==> src/rtl/pdx_pkg.sv <==
package pdx_pkg;
    typedef enum logic {
        OP_GATHER  = 1'b0,
        OP_SCATTER = 1'b1
    } pdx_op_e;
endpackage

==> src/rtl/pdx_seq.sv <==
// Scan sequencer: accepts a request when idle, walks the bit index, pulses done.
module pdx_seq #(
    parameter int IDX_W = 6
) (
    input  logic             clk,
    input  logic             rst_n,
    input  logic             start,
    input  logic [IDX_W-1:0] last_idx,
    output logic             accept,
    output logic             busy,
    output logic             done,
    output logic [IDX_W-1:0] idx
);
    typedef struct packed {
        logic             busy;
        logic             done;
        logic [IDX_W-1:0] idx;
    } seq_t;

    seq_t s_d, s_q;

    assign accept = start & ~s_q.busy;

    always_comb begin
        s_d      = s_q;
        s_d.done = 1'b0;
        if (accept) begin
            s_d.busy = 1'b1;
            s_d.idx  = '0;
        end else if (s_q.busy) begin
            if (s_q.idx == last_idx) begin
                s_d.busy = 1'b0;
                s_d.done = 1'b1;
            end else begin
                s_d.idx = s_q.idx + IDX_W'(1);
            end
        end
    end

    always_ff @(posedge clk or negedge rst_n) begin
        if (!rst_n) s_q <= '0;
        else        s_q <= s_d;
    end

    assign busy = s_q.busy;
    assign done = s_q.done;
    assign idx  = s_q.idx;

    // done is a single-cycle pulse and never overlaps busy
    a_r7_done_pulse: assert property (@(posedge clk) disable iff (!rst_n)
        done |=> !done);
    a_r7_done_idle: assert property (@(posedge clk) disable iff (!rst_n)
        done |-> !busy);
    a_r7_start_busy: assert property (@(posedge clk) disable iff (!rst_n)
        (start && !busy) |=> (busy && idx == '0));
    // a running scan just advances, whatever start does
    a_r8_no_restart: assert property (@(posedge clk) disable iff (!rst_n)
        (busy && idx != last_idx) |=> (busy && idx == $past(idx) + IDX_W'(1)));
endmodule

==> src/rtl/pdx_step.sv <==
// One scan step: handles mask position idx, moving one bit and bumping the packed count.
module pdx_step #(
    parameter int DATA_W = 64,
    parameter int IDX_W  = 6,
    parameter int CNT_W  = 7
) (
    input  pdx_pkg::pdx_op_e  op,
    input  logic [IDX_W-1:0]  idx,
    input  logic [CNT_W-1:0]  cnt,
    input  logic [DATA_W-1:0] src,
    input  logic [DATA_W-1:0] mask,
    input  logic [DATA_W-1:0] acc,
    output logic [DATA_W-1:0] acc_nx,
    output logic [CNT_W-1:0]  cnt_nx
);
    logic [IDX_W-1:0] pack_pos;
    assign pack_pos = cnt[IDX_W-1:0];

    always_comb begin
        acc_nx = acc;
        cnt_nx = cnt;
        if (mask[idx]) begin
            if (op == pdx_pkg::OP_GATHER) acc_nx[pack_pos] = src[idx];
            else                          acc_nx[idx]      = src[pack_pos];
            cnt_nx = cnt + CNT_W'(1);
        end
    end
endmodule

==> src/rtl/pdx_unit.sv <==
module pdx_unit #(
    parameter int DATA_W = 64
) (
    input  logic              clk,
    input  logic              rst_n,
    input  logic              start,
    input  logic              op,
    input  logic              wide,
    input  logic [DATA_W-1:0] src,
    input  logic [DATA_W-1:0] mask,
    output logic              busy,
    output logic              done,
    output logic [DATA_W-1:0] result
);
    localparam int HALF_W = DATA_W / 2;
    localparam int IDX_W  = $clog2(DATA_W);
    localparam int CNT_W  = $clog2(DATA_W + 1);

    typedef struct packed {
        pdx_pkg::pdx_op_e  op;
        logic              wide;
        logic [DATA_W-1:0] src;
        logic [DATA_W-1:0] mask;
        logic [DATA_W-1:0] acc;
        logic [CNT_W-1:0]  cnt;
    } unit_t;

    unit_t st_d, st_q;

    logic              accept;
    logic [IDX_W-1:0]  idx;
    logic [IDX_W-1:0]  last_idx;
    logic [DATA_W-1:0] size_keep;
    logic [DATA_W-1:0] acc_nx;
    logic [CNT_W-1:0]  cnt_nx;

    assign last_idx  = st_q.wide ? IDX_W'(DATA_W - 1) : IDX_W'(HALF_W - 1);
    assign size_keep = wide ? {DATA_W{1'b1}} : {{HALF_W{1'b0}}, {HALF_W{1'b1}}};

    pdx_seq #(.IDX_W(IDX_W)) u_seq (
        .clk      (clk),
        .rst_n    (rst_n),
        .start    (start),
        .last_idx (last_idx),
        .accept   (accept),
        .busy     (busy),
        .done     (done),
        .idx      (idx)
    );

    pdx_step #(.DATA_W(DATA_W), .IDX_W(IDX_W), .CNT_W(CNT_W)) u_step (
        .op     (st_q.op),
        .idx    (idx),
        .cnt    (st_q.cnt),
        .src    (st_q.src),
        .mask   (st_q.mask),
        .acc    (st_q.acc),
        .acc_nx (acc_nx),
        .cnt_nx (cnt_nx)
    );

    always_comb begin
        st_d = st_q;
        if (accept) begin
            st_d.op   = pdx_pkg::pdx_op_e'(op);
            st_d.wide = wide;
            st_d.src  = src & size_keep;
            st_d.mask = mask & size_keep;
            st_d.acc  = '0;
            st_d.cnt  = '0;
        end else if (busy) begin
            st_d.acc = acc_nx;
            st_d.cnt = cnt_nx;
        end
    end

    always_ff @(posedge clk or negedge rst_n) begin
        if (!rst_n) st_q <= '0;
        else        st_q <= st_d;
    end

    assign result = st_q.acc;

    // the packed count never runs ahead of the scan position
    a_r1_cnt_bounded: assert property (@(posedge clk) disable iff (!rst_n)
        busy |-> (st_q.cnt <= CNT_W'(idx)));
    // narrow operations leave the upper half clear
    a_r5_upper_zero: assert property (@(posedge clk) disable iff (!rst_n)
        (done && !st_q.wide) |-> (result[DATA_W-1:HALF_W] == '0));
    // an empty mask yields nothing
    a_r6_zero_mask: assert property (@(posedge clk) disable iff (!rst_n)
        (done && st_q.mask == '0) |-> (result == '0));
    // the result is held while idle and no request arrives
    a_r9_hold: assert property (@(posedge clk) disable iff (!rst_n)
        (!busy && !start) |=> $stable(result));
endmodule

==> config.mk <==
export PLATFORM = sky130hd
export DESIGN_NAME = pdx_unit
export DESIGN_NICKNAME = d
export VERILOG_FILES = /design/src/rtl/pdx_pkg.sv /design/src/rtl/pdx_seq.sv /design/src/rtl/pdx_step.sv /design/src/rtl/pdx_unit.sv
export SDC_FILE = /design/constraint.sdc
export NUM_CORES = 1
export LEC_CHECK = 0
export BUFFER_PORTS_ARGS = -buffer_cell sky130_fd_sc_hd__buf_4
export CAP_MARGIN = 20
export CORE_MARGIN = 5
export CORE_UTILIZATION = 40
export CTS_CLUSTER_DIAMETER = 80
export DETAILED_ROUTE_END_ITERATION = 8
export SKIP_CTS_REPAIR_TIMING = 1
export SLEW_MARGIN = 20
export SYNTH_ARGS = -nofsm -noshare
export SYNTH_HDL_FRONTEND = slang
export SYNTH_HIERARCHICAL = 1
export SYNTH_SLANG_ARGS = --single-unit
export TNS_END_PERCENT = 20
==> constraint.sdc <==
create_clock -name clk -period 3.5 [get_ports clk]
set_clock_uncertainty 0.05 [all_clocks]
set_input_delay 0.35 -clock clk [delete_from_list [all_inputs] [get_ports clk]]
set_output_delay 0.35 -clock clk [all_outputs]
set_load 0.01 [all_outputs]
* Word-level counts from Yosys, hierarchy flattened *
Index checks and enable logic that the tools add are counted.

operators by class
  equality and inequality tests = 2
  bitwise gates (word level) = 4
  reductions and logical operators = 6
  muxes and demuxes = 25
  order comparisons = 4
  $add $sub $neg = 2

operators with widths
  kind                 count
  $mux 64              3
  $mux 71              2
  $and 64x64->64       2
  $bwmux 64            2
  $bmux 1 s6           3
  $mux 6               3
  $lt 6x7->1 const B   2
  $demux 1 s6          2
  $ge 6x1->1 const B   2
  $mux 8               1
  $add 7x1->7 const B  1
  $mux 1               7
  $mux 7               1
  $add 6x1->6 const B  1
  $eq 6x6->1           1
  $reduce_and 2->1     2
  $reduce_bool 2->1    2
  $logic_and 1x1->1    2
  $mux 2               1
  $ne 2x2->1 const B   1
  $and 1x1->1          1
  $not 1->1            1

word-level totals
  logic and storage cells = 52
  flip-flop bits (word level) = 209

* Logic depth before layout (Yosys ltp) *
  word-level depth = 9
  depth in mapped cells = 14

* By module *
The synthesis kept the hierarchy.

modules (own cells, without submodules)
  module    cells an instance  area each (um2)  times used
  pdx_unit  577                8,458.1          1
  pdx_step  722                4,631.9          1
  pdx_seq   56                 506.7            1

* Worst setup path after synthesis *
No wires, ideal clock.

  path kind = reg2reg
  start point = reg u_seq.s_q (netlist bit u_seq/idx[0])
  end point = reg st_q (netlist bit result[33])
  arrival time = 2,946 ps
  stages on the path, launching flop included = 15
  library setup time = 118 ps
  data required time = 3,332 ps
  buffers on the path = 5
  setup slack = 385 ps
  clock period less this slack = 3,115 ps
  cell sequence = dfrtp_1 > buf_6 > buf_6 > mux4_2 > mux2i_1 > o211ai_1 > or4_1 > buf_2 > or2_4 > buf_6 > buf_6 > a41oi_1 > o21ai_1 > mux2i_1 > nor2_1

on the way
  word-level cells in the longest chain between the ends = 9
  elaborated cells between the ends (all ways) = 17
  classes of those cells = order compare (2); mux (12); reduce/logical (3)

ends and longest elaborated chain
  what                                                                   line            RTL
  from (decl)                                                            pdx_seq.sv:20   seq_t s_d, s_q;
  from (signal assigned)                                                 pdx_seq.sv:41   if (!rst_n) s_q <= '0;
  from (signal assigned)                                                 pdx_seq.sv:42   else s_q <= s_d;
  $lt 6x7->1 (implied by the code) / $ge 6x1->1 (equally long branches)  pdx_step.sv:24  else acc_nx[idx] = src[pack_pos];
  $logic_and 1x1->1 (implied by the code)                                pdx_step.sv:24
  $mux 1 (implied by the code)                                           pdx_step.sv:24
  $demux 1 s6                                                            n/a
  $bwmux 64                                                              pdx_step.sv:24
  $mux 64 *                                                              pdx_step.sv:23  if (op == pdx_pkg::OP_GATHER) acc_nx[pack_pos] = src[idx];
  $mux 64 *                                                              pdx_step.sv:22  if (mask[idx]) begin
  net acc_nx[33]                                                         pdx_unit.sv:34  logic [DATA_W-1:0] acc_nx;
  $mux 71 *                                                              pdx_unit.sv:71  end else if (busy) begin
  $mux 71 *                                                              pdx_unit.sv:64  if (accept) begin
  to (signal assigned)                                                   pdx_unit.sv:79  else st_q <= st_d;
  to (decl)                                                              pdx_unit.sv:28  unit_t st_d, st_q;

The timed path passes the listed nets; every way through them passes the cells marked *. The select of a mux whose other input is x is not followed.
A chain may end at the register's enable or synchronous reset.

* Worst setup path after layout *
  start point = reg u_seq.s_q (netlist bit u_seq/idx[0])
  end point = reg st_q (netlist bit result[46])

Same word-level chain as after synthesis.

==> flow_metrics.env <==
export IMPL_crit_fanout=46
export IMPL_hold_ws_ns=-0.00862
export IMPL_cts_tree="built"
export IMPL_clock_sinks=208
export IMPL_min_period_ns=3.34
export IMPL_die_area_um2=37600
export IMPL_start_util_pct=40.5
export IMPL_maxCapViolCount=0
export IMPL_finalMaxSlewViolations=0
export IMPL_htreeDepth=1
export IMPL_required_ns=3.83
export IMPL_r2r_start="u_seq/idx[0]"
export IMPL_cts_root_buf="clkbuf_16"
export IMPL_r2r_slack_ns=0.16
export IMPL_hp_start="src[52]"
export IMPL_status="finished with violations"
export IMPL_power_switching_uw=6730
export IMPL_peakVddDrop_mv=0.972
export IMPL_pwr_share_clk_pct=16.7
export IMPL_clockBufferDepth=3
export IMPL_drive_above_1_share_pct=26.6
export IMPL_internal_power_uw=8570
export IMPL_grtUsageTotal_pct=21.5
export IMPL_rows=67
export IMPL_max_freq_ghz=0.299
export IMPL_io_pins=199
export IMPL_drc=0
export IMPL_core_um2=33400
export IMPL_grt_pass1_vias=11000
export IMPL_fin_tns_setup_ns=0
export IMPL_finalInstanceArea_um2=16400
export IMPL_min_period_over_period_pct=95.5
export IMPL_rsz0062_at_grt="no"
export IMPL_grt_max_degree=115
export IMPL_drt_first_pass_iters=5
export IMPL_area_delta_synth_final_pct=21.4
export IMPL_worstRegToRegCells=10
export IMPL_ys_warnings_count=6
export IMPL_vias=11600
export IMPL_syn_area_um2=13500
export IMPL_finalWirelength_mm=43.3
export IMPL_start_kind="flop"
export IMPL_final_antenna_net_count=0
export IMPL_power_leakage_uw=0.00754
export IMPL_powerDensity_nw_per_um2=931
export IMPL_setup_violations=0
export IMPL_hold_viol_final=7
export IMPL_syn_avg_cell_area_um2=10.0
export IMPL_comb_power_share_pct=53.9
export IMPL_crit_path_end_kind="flop"
export IMPL_timing_rr_end="result[46]"
export IMPL_p_total_uw=15300
export IMPL_p_sw_share_pct=44.0
export IMPL_cts_buffers=25
export IMPL_vias_per_cell=5.84
export IMPL_relSlewSlack_pct=38.6
export IMPL_syn_inst=1350
export IMPL_wl_per_cell_um=21.7
export IMPL_drt_iter0_markers=966
export IMPL_hold_path_end="st_q[187]"
export IMPL_grt_ovfl_total=0
export IMPL_grt_antenna_before_repair=1
export IMPL_grt_pass1_wl_mm=66.0
export IMPL_die_h_um=194
export IMPL_dp_hpwl_mm=29.1
export IMPL_whs_path_depth=2
export IMPL_place_area_um2=14900
export IMPL_clock_latency_ns=0.53
export IMPL_io_buffers=198
export IMPL_nNetsFinal=1662
export IMPL_path_clk_slew_ns=0.06
export IMPL_die_w_um=194
export IMPL_worst_ep_arrival_time_ns=3.67
export IMPL_final_cell_count_no_fill=1993
export IMPL_worstHoldPathType="input pin to flop"
export IMPL_dpl_cell_count=1875
export IMPL_seq_power_share_pct=29.3
export IMPL_path_class="flop to flop"
export IMPL_tightest_slew_ns=0.920
export IMPL_failed_checks="hold timing"
export IMPL_place_congestion=0.837
-- cell usage in the layout, fill, tap and decap left out, types with 40 or more instances in the layout --
cell type and instances:
a22o_1 68, buf_4 252, dfrtp_1 205, dlygate4sd3_1 72, mux2_4 62, mux2i_1 104
nand2_1 89, nand4_1 40, nor2_1 122, o211ai_1 49, o21ai_0 70
-- routing by layer --
layer | routed length (µm) | vias up | GRT usage [%]
met5 | 0 | - | 0
met4 | 1810 | 0 | 7.86
met3 | 3230 | 96 | 3.46
met2 | 19000 | 566 | 31.9
met1 | 19200 | 5683 | 31.7
li1 | - | 5285 | -
-- worst max path at each step --
stage                      end  slack, ns  cells past startpoint          from
floorplan           result[33]       0.39                     14  u_seq/idx[0]
global placement    result[25]       0.22                     10  u_seq/idx[0]
detailed placement  result[48]       0.14                     10  u_seq/idx[0]
CTS                 result[48]       0.12                     10  u_seq/idx[0]
global route        result[48]      0.006                     10  u_seq/idx[0]
finish              result[46]       0.16                     10  u_seq/idx[0]
-- area by class of cell --
class                           count  area [µm²]
Timing Repair Buffer              334        2810
Sequential cell                   208        5210
Multi-Input combinational cell    936        6970
Inverter                           22        83.8
Fill cell                        3025       17000
Tap cell                          448         561
Clock inverter                     10         110
Antenna cell                        1        2.50
Clock buffer                       34         689
-- power groups by stage --
stage | registers (µW) | clock network, µW | logic [µW]
floorplan | 3990 | 0 | 6090
global placement | 4490 | 0 | 7980
detailed placement | 4500 | 0 | 8090
CTS | 4480 | 2610 | 8110
global route | 4630 | 2700 | 8830
finish | 4490 | 2560 | 8250
-- metrics by stage --
stage / hold slack [ns] / util (%) / setup WS, ns
after floorplan: 0.00441 / - / 0.388
after global placement: 0.438 / 44.5 / 0.220
after detailed placement: 0.440 / 44.5 / 0.143
after CTS: -0.104 / 46.9 / 0.121
after global routing: -0.00939 / 49.1 / 0.00575
final: -0.00862 / 49.1 / 0.158
-- registers in the layout (all words and copies together) (netlist names) --
register	count
u_seq/idx	6
st_q	136
u_seq/done	1
u_seq/busy	1
result	64
-- critical path: stages (launching register included) --
cell	delay (ns)
dfrtp_4	0.55
mux4_2	0.54
mux2i_1	0.27
nor2_1	0.06
or4_1	0.64
or2_4	0.31
buf_12	0.19
a41oi_1	0.23
o21ai_1	0.11
mux2i_1	0.15
nor2_1	0.06
Power figures use the tool's default switching activity.
